File: src/rtl/usr_pkg.sv
`timescale 1ns/1ps
package usr_pkg;

    // Operating modes, encoded as {S1,S0} on the select pins
    typedef enum logic [1:0] {
        MODE_HOLD       = 2'b00,
        MODE_SHIFT_UP   = 2'b01,
        MODE_SHIFT_DOWN = 2'b10,
        MODE_LOAD       = 2'b11
    } mode_e;

    localparam int OC_LINES = 2;

endpackage

File: src/rtl/usr_mode_decode.sv
`timescale 1ns/1ps
module usr_mode_decode
    import usr_pkg::*;
(
    input  logic [1:0]          sel,
    input  logic [OC_LINES-1:0] oc_n,
    output mode_e               mode,
    output logic                drive_en
);

    logic oc_all_low;

    assign oc_all_low = ~|oc_n;

    // Mode register input: the select names the next operation directly
    always_comb begin
        mode = MODE_HOLD;
        unique case (sel)
            2'b00: mode = MODE_HOLD;
            2'b01: mode = MODE_SHIFT_UP;
            2'b10: mode = MODE_SHIFT_DOWN;
            2'b11: mode = MODE_LOAD;
        endcase
    end

    // Drivers release the bus during load so outside data can be captured
    always_comb begin
        drive_en = 1'b0;
        unique case (mode)
            MODE_HOLD,
            MODE_SHIFT_UP,
            MODE_SHIFT_DOWN: drive_en = oc_all_low;
            MODE_LOAD:       drive_en = 1'b0;
        endcase
    end

endmodule

File: src/rtl/usr_bit_slice.sv
`timescale 1ns/1ps
module usr_bit_slice
    import usr_pkg::*;
(
    input  mode_e mode,
    input  logic  cur_bit,
    input  logic  from_lower,
    input  logic  from_upper,
    input  logic  par_bit,
    output logic  nxt_bit
);

    always_comb begin
        nxt_bit = cur_bit;
        unique case (mode)
            MODE_HOLD:       nxt_bit = cur_bit;
            MODE_SHIFT_UP:   nxt_bit = from_lower;
            MODE_SHIFT_DOWN: nxt_bit = from_upper;
            MODE_LOAD:       nxt_bit = par_bit;
        endcase
    end

endmodule

File: src/rtl/usr_bus_shreg.sv
`timescale 1ns/1ps
module usr_bus_shreg
    import usr_pkg::*;
#(
    parameter int WIDTH = 8
) (
    input  logic                clk,
    input  logic                clr_n,
    input  logic [1:0]          sel,
    input  logic [OC_LINES-1:0] oc_n,
    input  logic                ser_up_in,
    input  logic                ser_dn_in,
    input  logic [WIDTH-1:0]    bus_in,
    output logic [WIDTH-1:0]    bus_out,
    output logic                bus_oe,
    output logic                ser_lo_out,
    output logic                ser_hi_out
);

    localparam int TOP = WIDTH - 1;

    mode_e            mode;
    logic [WIDTH-1:0] q;
    logic [WIDTH-1:0] q_nxt;

    usr_mode_decode u_decode (
        .sel      (sel),
        .oc_n     (oc_n),
        .mode     (mode),
        .drive_en (bus_oe)
    );

    // One next-value slice per bit; the end slices take the serial inputs
    for (genvar i = 0; i < WIDTH; i++) begin : g_slice
        logic lower_src;
        logic upper_src;

        if (i == 0) begin : g_lo_end
            assign lower_src = ser_up_in;
        end else begin : g_lo_mid
            assign lower_src = q[i-1];
        end

        if (i == TOP) begin : g_hi_end
            assign upper_src = ser_dn_in;
        end else begin : g_hi_mid
            assign upper_src = q[i+1];
        end

        usr_bit_slice u_slice (
            .mode       (mode),
            .cur_bit    (q[i]),
            .from_lower (lower_src),
            .from_upper (upper_src),
            .par_bit    (bus_in[i]),
            .nxt_bit    (q_nxt[i])
        );
    end

    // State register with asynchronous clear
    always_ff @(posedge clk or negedge clr_n) begin
        if (!clr_n) begin
            q <= '0;
        end else begin
            q <= q_nxt;
        end
    end

    assign bus_out    = q;
    assign ser_lo_out = q[0];
    assign ser_hi_out = q[TOP];

endmodule

File: config.mk
export PLATFORM = sky130hd
export DESIGN_NAME = usr_bus_shreg
export DESIGN_NICKNAME = d
export VERILOG_FILES = /design/src/rtl/usr_pkg.sv /design/src/rtl/usr_mode_decode.sv /design/src/rtl/usr_bit_slice.sv /design/src/rtl/usr_bus_shreg.sv
export SDC_FILE = /design/constraint.sdc
export NUM_CORES = 1
export LEC_CHECK = 0
export BUFFER_PORTS_ARGS = -buffer_cell sky130_fd_sc_hd__buf_2
export CORE_AREA = 2 2 39 41
export CTS_BUF_LIST = sky130_fd_sc_hd__clkbuf_16
export CTS_CLUSTER_SIZE = 30
export DETAILED_ROUTE_END_ITERATION = 12
export DIE_AREA = 0 0 41 43
export GPL_TIMING_DRIVEN = 0
export HOLD_SLACK_MARGIN = 0.05
export RECOVER_POWER = 100
export SLEW_MARGIN = 20
export SYNTH_ARGS = -nofsm -noshare
export SYNTH_HDL_FRONTEND = slang
export SYNTH_HIERARCHICAL = 1
export SYNTH_SLANG_ARGS = --single-unit
File: constraint.sdc
create_clock -name clk -period 2.5 [get_ports clk]
set_clock_uncertainty 0.1 [all_clocks]
set_input_delay 0.125 -clock clk [delete_from_list [all_inputs] [get_ports clk]]
set_output_delay 0.125 -clock clk [all_outputs]
set_load 0.005 [all_outputs]
==> flow_metrics.py, run 1 <==
metrics = {
    "floorplanning": {
        "rows": 14,
        "die_w_um": 41,
        "fp.dieH_um": 43,
        "pin_count": 27,
        "start_util": 0.300,
        "core_area_um2": 1380,
        "fp.dieArea_um2": 1760,
    },
    "global_route": {
        "grt-busiest-layer": "met2",
        "gr-usage-met3": 0.0314,
        "grt_util_met1": 0.146,
        "grt.overflow.total": 0,
        "grt_pass1_vias": 362,
        "antenna_found_initial": 0,
        "grt_max_degree": 9,
        "grt_first_pass_wirelength_um": 1480,
        "gr-usage-met2": 0.222,
        "grt_util_all_layers": 0.132,
    },
    "setup_path": {
        "slowest_stage": "mux4_2",
        "rr_worst_depth": 1,
        "cp_data_arrival_time_ps": 1320,
        "crit_top_cell": "clkbuf_1",
        "critPathCaptureType": "register",
        "crit_chain": "clkbuf_1 -> clkbuf_1 -> mux4_2",
        "r2r_slack_ps": 1390,
        "cpPeakStageDelay_ps": 590,
        "worstReg2RegEnd": "bus_out[0]",
        "timing.rr.start": "bus_out[0]",
        "path_class": "in2reg",
        "crit_fanout": 8,
        "worstPathRequired_ps": 2490,
        "start_kind": "input pin",
    },
    "synthesis": {
        "yosysSeqAreaShare": 0.482,
        "synth.ff_latch_count": 8,
        "syn_nets": 37,
        "syn_avg_cell_area_um2": 19.8,
        "synthesis.area_um2": 415,
        "syn-instance-count": 21,
        "yosys_warnings": 6,
        "synthDistinctLibCells": 5,
    },
    "drt": {
        "drc": 0,
        "drt-total-wl_um": 958,
        "num_vias": 332,
        "via_per_inst": 4.96,
        "drtIter0Drc": 4,
        "wl_per_cell_um": 14.3,
        "first_pass_iters": 4,
        "ant_nets": 0,
    },
    "cells_and_area": {
        "area_growth_pct": 55.1,
        "antenna_cells": 0,
        "largest_reg_flops": 8,
        "fillers": 132,
        "nets": 69,
        "layout-drive-gt1-share": 0.686,
    },
    "clock_network": {
        "cts_inserted_buffers": 3,
        "cts_buffer_depth": 2,
        "cts_resized": 0,
        "clk_pin_slew_ps": 40,
        "htreeDepth": 1,
        "clk-insertion-delay-late_ps": 230,
        "cts_tree": "built",
        "clock-sinks": 8,
        "cts_root_buf": "clkbuf_16",
    },
    "min_path": {
        "hold_class": "in2reg",
        "holdPathStages": 2,
        "hold_path_end": "bus_out[7]",
        "hold_start": "ser_dn_in",
    },
    "placement": {
        "hpwl_um": 719,
        "post-place-ws_ps": 937,
        "gp_congestion": 0.639,
        "io_buffers": 26,
    },
    "power_and_ir_drop": {
        "p_leak_nw": 0.289,
        "ir_drop_mv": 0.301,
        "total_power_w": 0.000563,
        "p_per_area_nw_per_um2": 873,
    },
    "sta": {
        "fmax_ghz": 0.752,
        "tightestPinTransition_ps": 630,
        "fin_ws_ps": 1170,
        "finalHoldViolations": 0,
        "rsz0062_at_grt": "no",
        "finalCritPeriodShare": 0.532,
        "finalMaxSlewViolations": 0,
        "setup_viol": 0,
        "fin_crit_ps": 1330,
        "setup_tns_ps": 0,
        "relSlewSlack": 0.580,
    },
    "flow_run": {
        "drv_cap": 0,
    },
    "run_status": {
        "status": "finished, final reports clean",
    },
}
## stage by stage
step	util	area, µm²	hold slack (ps)	std cells
detailed placement	0.409	566	-122	63
finish	0.466	644	113	67
CTS	0.470	651	112	67
floorplan	-	415	-271	21
global route	0.466	644	127	67
global placement	0.409	566	-129	63
## where the power goes
group          switching, W  total (W)  leakage (nW)  internal (W)
logic             0.0000362   0.000115         0.158     0.0000784
clock network     0.0000559   0.000261        0.0370      0.000206
registers         0.0000283   0.000187        0.0937      0.000159
total              0.000120   0.000563         0.289      0.000442
## kinds of logic after synthesis
| family | Yosys count | synth area share |
|---|---|---|
| AOI/OAI and AO/OA | 1 | 0.0301 |
| buffers and inverters | 4 | 0.0542 |
| muxes | 8 | 0.434 |
| DFF | 8 | 0.482 |
## how the worst max path moves through the flow
stage                      start         end  slack, ps  cells past startpoint
after detailed placement  sel[0]  bus_out[4]        940                      3
after floorplan           sel[0]  bus_out[0]       1170                      2
final                     sel[0]  bus_out[0]       1170                      3
after CTS                 sel[0]  bus_out[0]       1170                      3
after global routing      sel[0]  bus_out[0]       1040                      3
after global placement    sel[0]  bus_out[0]        960                      3
## Yosys cell counts
library cell	count	area (µm²)
dfrtp_1	8	200
clkbuf_1	2	7.51
buf_4	2	15.0
mux4_2	8	180
a211oi_2	1	12.5
## layer usage
metal / part of all wire / vias to the layer above
li1: - / 147
met5: 0 / -
met1: 0.37 / 161
met4: 0 / 0
met3: 0.10 / 0
met2: 0.53 / 24
## timing repair
action	4_1_cts	5_1_grt
hold buffers	1	0
buffers inserted	0	0
hold endpoints to repair	8	0
## cell usage in the layout (no fill, tap or decap), drive strengths merged
cell type | synthesis | final
a211oi | 1 | 1
clkbuf | 2 | 12
buf | 2 | 21
mux4 | 8 | 8
dfrtp | 8 | 8
dlygate4sd3 | 0 | 1
## final cells by class
cell class                      count  area (µm²)  area share
Timing Repair Buffer               27         134       0.208
Clock buffer                        3        75.1       0.117
Buffer                              4        22.5      0.0350
Sequential cell                     8         200       0.311
Tap cell                           16        20.0      0.0311
Multi-Input combinational cell      9         193       0.299
## worst max-delay path: cells and delay by family
kind	cells	cell delay [ps]
muxes	1	590
buffers and inverters	2	600
(Power assumes the default switching activity.)
==> inputs of run 2 (changes only) <==
--- a/config.mk
+++ b/config.mk
@@ -5,14 +5,15 @@
 export SDC_FILE = /design/constraint.sdc
 export NUM_CORES = 1
 export LEC_CHECK = 0
+export ABC_AREA = 1
 export BUFFER_PORTS_ARGS = -buffer_cell sky130_fd_sc_hd__buf_2
-export CORE_AREA = 2 2 39 41
+export CORE_UTILIZATION = 46
 export CTS_BUF_LIST = sky130_fd_sc_hd__clkbuf_16
 export CTS_CLUSTER_SIZE = 30
 export DETAILED_ROUTE_END_ITERATION = 12
-export DIE_AREA = 0 0 41 43
 export GPL_TIMING_DRIVEN = 0
 export HOLD_SLACK_MARGIN = 0.05
+export PLACE_DENSITY = 0.77
 export RECOVER_POWER = 100
 export SLEW_MARGIN = 20
 export SYNTH_ARGS = -nofsm -noshare
==> constraint.sdc (replaced) <==
create_clock -name clk -period 1.4 [get_ports clk]
set_clock_uncertainty 0.1 [all_clocks]
set_input_delay 0.07 -clock clk [delete_from_list [all_inputs] [get_ports clk]]
set_output_delay 0.07 -clock clk [all_outputs]
set_load 0.005 [all_outputs]
==> run 2 against run 1 <==
Compared with the run above: highest routed layer unchanged; critical path depth up 2; routed wire length up 51%; largest power group unchanged; clock-buffer cell count unchanged.
==> flow_metrics.py, run 2 <==
metrics = {
    "run_status": {
        "status": "finished, final reports clean",
    },
    "synthesis": {
        "synthTopCellsByArea": "dfrtp_1, nand2_1, inv_1",
        "yosysSeqAreaShare": 0.309,
        "syn_avg_cell_area_um2": 5.40,
        "synth.ff_latch_count": 8,
        "yosys_warnings": 6,
        "synthFlopType": "dfrtp_1",
        "syn_nets": 136,
        "synthDistinctLibCells": 9,
        "synth.top_cell.area_share": 0.309,
        "synth-edff-count": 0,
        "synth_area_leader_cell": "dfrtp_1",
        "syn-instance-count": 120,
        "async_reset_ff_frac": 1.00,
        "synth_most_common_cell": "nand2_1",
        "synthesis.area_um2": 648,
        "synth_common_cells": "nand2_1, inv_1, inv_2, nand3_1",
    },
    "floorplanning": {
        "fp.dieArea_um2": 1560,
        "die_w_um": 39.5,
        "fp.dieH_um": 39.5,
        "pin_count": 27,
        "rows": 13,
        "core_area_um2": 1300,
        "start_util": 0.498,
    },
    "cells_and_area": {
        "nets": 172,
        "layout-drive-gt1-share": 0.266,
        "area_growth_pct": 41.1,
        "fillers": 122,
        "final_common_cell": "nand2_1",
        "layout.area.seq_um2": 200,
        "layout_common_cells": "nand2_1, inv_1, buf_2",
        "finalNonFillerCells": 169,
        "antenna_cells": 0,
        "multiInputGateArea_um2": 241,
        "utilization": 0.703,
        "largest_reg_flops": 8,
    },
    "global_route": {
        "grt_pass1_vias": 584,
        "grt_util_all_layers": 0.212,
        "grt_max_degree": 25,
        "antenna_found_initial": 0,
        "grt_first_pass_wirelength_um": 2220,
        "grt.overflow.total": 0,
    },
    "sta": {
        "finalMaxSlewViolations": 0,
        "rsz0062_at_grt": "no",
        "fmax_ghz": 0.806,
        "finalCritPeriodShare": 0.886,
        "finalHoldViolations": 0,
        "relSlewSlack": 0.349,
        "tightestPinTransition_ps": 976,
        "setup_viol": 0,
        "fin_crit_ps": 1240,
    },
    "clock_network": {
        "cts_setup_buffers": 0,
        "htreeDepth": 1,
        "cts_tree": "built",
        "cts_inserted_buffers": 3,
        "clk_pin_slew_ps": 40,
        "cts_buffer_depth": 2,
        "cts_root_buf": "clkbuf_16",
        "clk-insertion-delay-late_ps": 230,
        "cts_resized": 0,
        "cts_hold_buf": 5,
        "clock-sinks": 8,
    },
    "drt": {
        "ant_nets": 0,
        "first_pass_iters": 4,
        "num_vias": 715,
        "drc": 0,
        "drtIter0Drc": 9,
        "wl_per_cell_um": 8.54,
        "via_per_inst": 4.23,
        "drt-total-wl_um": 1440,
    },
    "setup_path": {
        "crit_fanout": 24,
        "critPathCaptureType": "register",
        "r2r_slack_ps": 420,
        "cp_data_arrival_time_ps": 1250,
        "start_kind": "input pin",
        "worstPathRequired_ps": 1410,
        "path_class": "in2reg",
    },
    "placement": {
        "gp_congestion": 0.680,
        "dp.cells": 161,
        "io_buffers": 26,
        "hpwl_um": 992,
    },
    "power_and_ir_drop": {
        "ir_drop_mv": 0.634,
        "total_power_w": 0.000987,
        "p_leak_nw": 0.607,
        "p_per_area_nw_per_um2": 1080,
    },
    "flow_run": {
        "drv_cap": 0,
    },
    "min_path": {
        "hold_class": "in2reg",
    },
}
## run 2: cell types whose count changed after synthesis, sizes merged
cell | before | now
a211oi | 1 | 0
clkinv | 0 | 8
inv | 0 | 41
mux4 | 8 | 0
nand2 | 0 | 42
nand3 | 0 | 16
nor2 | 0 | 1
## run 2: layout make-up
class | count | area share
sequential | 8 | 0.219
clock buffer | 3 | 0.0821
tap | 15 | 0.0205
buffer | 4 | 0.0246
timing repair buffer | 31 | 0.189
inverter | 49 | 0.201
multi-input combinational | 59 | 0.264
## run 2: cell families (layout without fill, tap and decap cells)
kind of cell	after synthesis	count (layout)	synth area share
flip-flops	8	8	0.309
AND/OR/NAND/NOR	59	59	0.373
buffers and inverters	53	87	0.319
## run 2: per-layer routing
layer / wire, µm / track usage / part of all wire / vias up
met1: 680 / 0.257 / 0.47 / 308
met3: 42 / 0.0511 / 0.029 / 0
met4: 0 / 0.0776 / 0 / 0
li1: - / - / - / 392
met2: 719 / 0.357 / 0.50 / 15
met5: 0 / 0 / 0 / -
## run 2: report_power, final
group | switching, W | total [W] | internal, W | leakage (nW)
clock network | 0.000103 | 0.000471 | 0.000368 | 0.0370
registers | 0.0000404 | 0.000301 | 0.000261 | 0.0941
logic | 0.000113 | 0.000215 | 0.000102 | 0.476
total | 0.000257 | 0.000987 | 0.000730 | 0.607
## run 2: path summary, 6_finish.rpt
check | from | endpoint | depth (start not counted)
max in group asynchronous | clr_n | bus_out[3] | 2
setup / recovery | sel[0] | bus_out[7] | 5
min in group asynchronous | clr_n | bus_out[7] | 2
setup reg to reg | bus_out[6] | bus_out[7] | 4
hold reg to reg | bus_out[7] | bus_out[6] | 4
hold / removal | bus_in[6] | bus_out[6] | 5
## run 2: per-stage QoR
stage                     setup TNS (ps)  worst slack [ps]  hold slack, ps  cell area, µm²
after floorplan                        0               348            -326             648
after global placement                 0              27.3            -183             797
after detailed placement            -144             -46.6            -183             797
after CTS                              0               188            55.7             922
after global routing                   0              15.8            75.2             915
final                                  0               159            46.5             915
## run 2: critical path, cell delays in order
cell	delay [ps]
buf_2	80
clkbuf_1	720
nand2_1	170
nand3_1	130
nand2_1	70
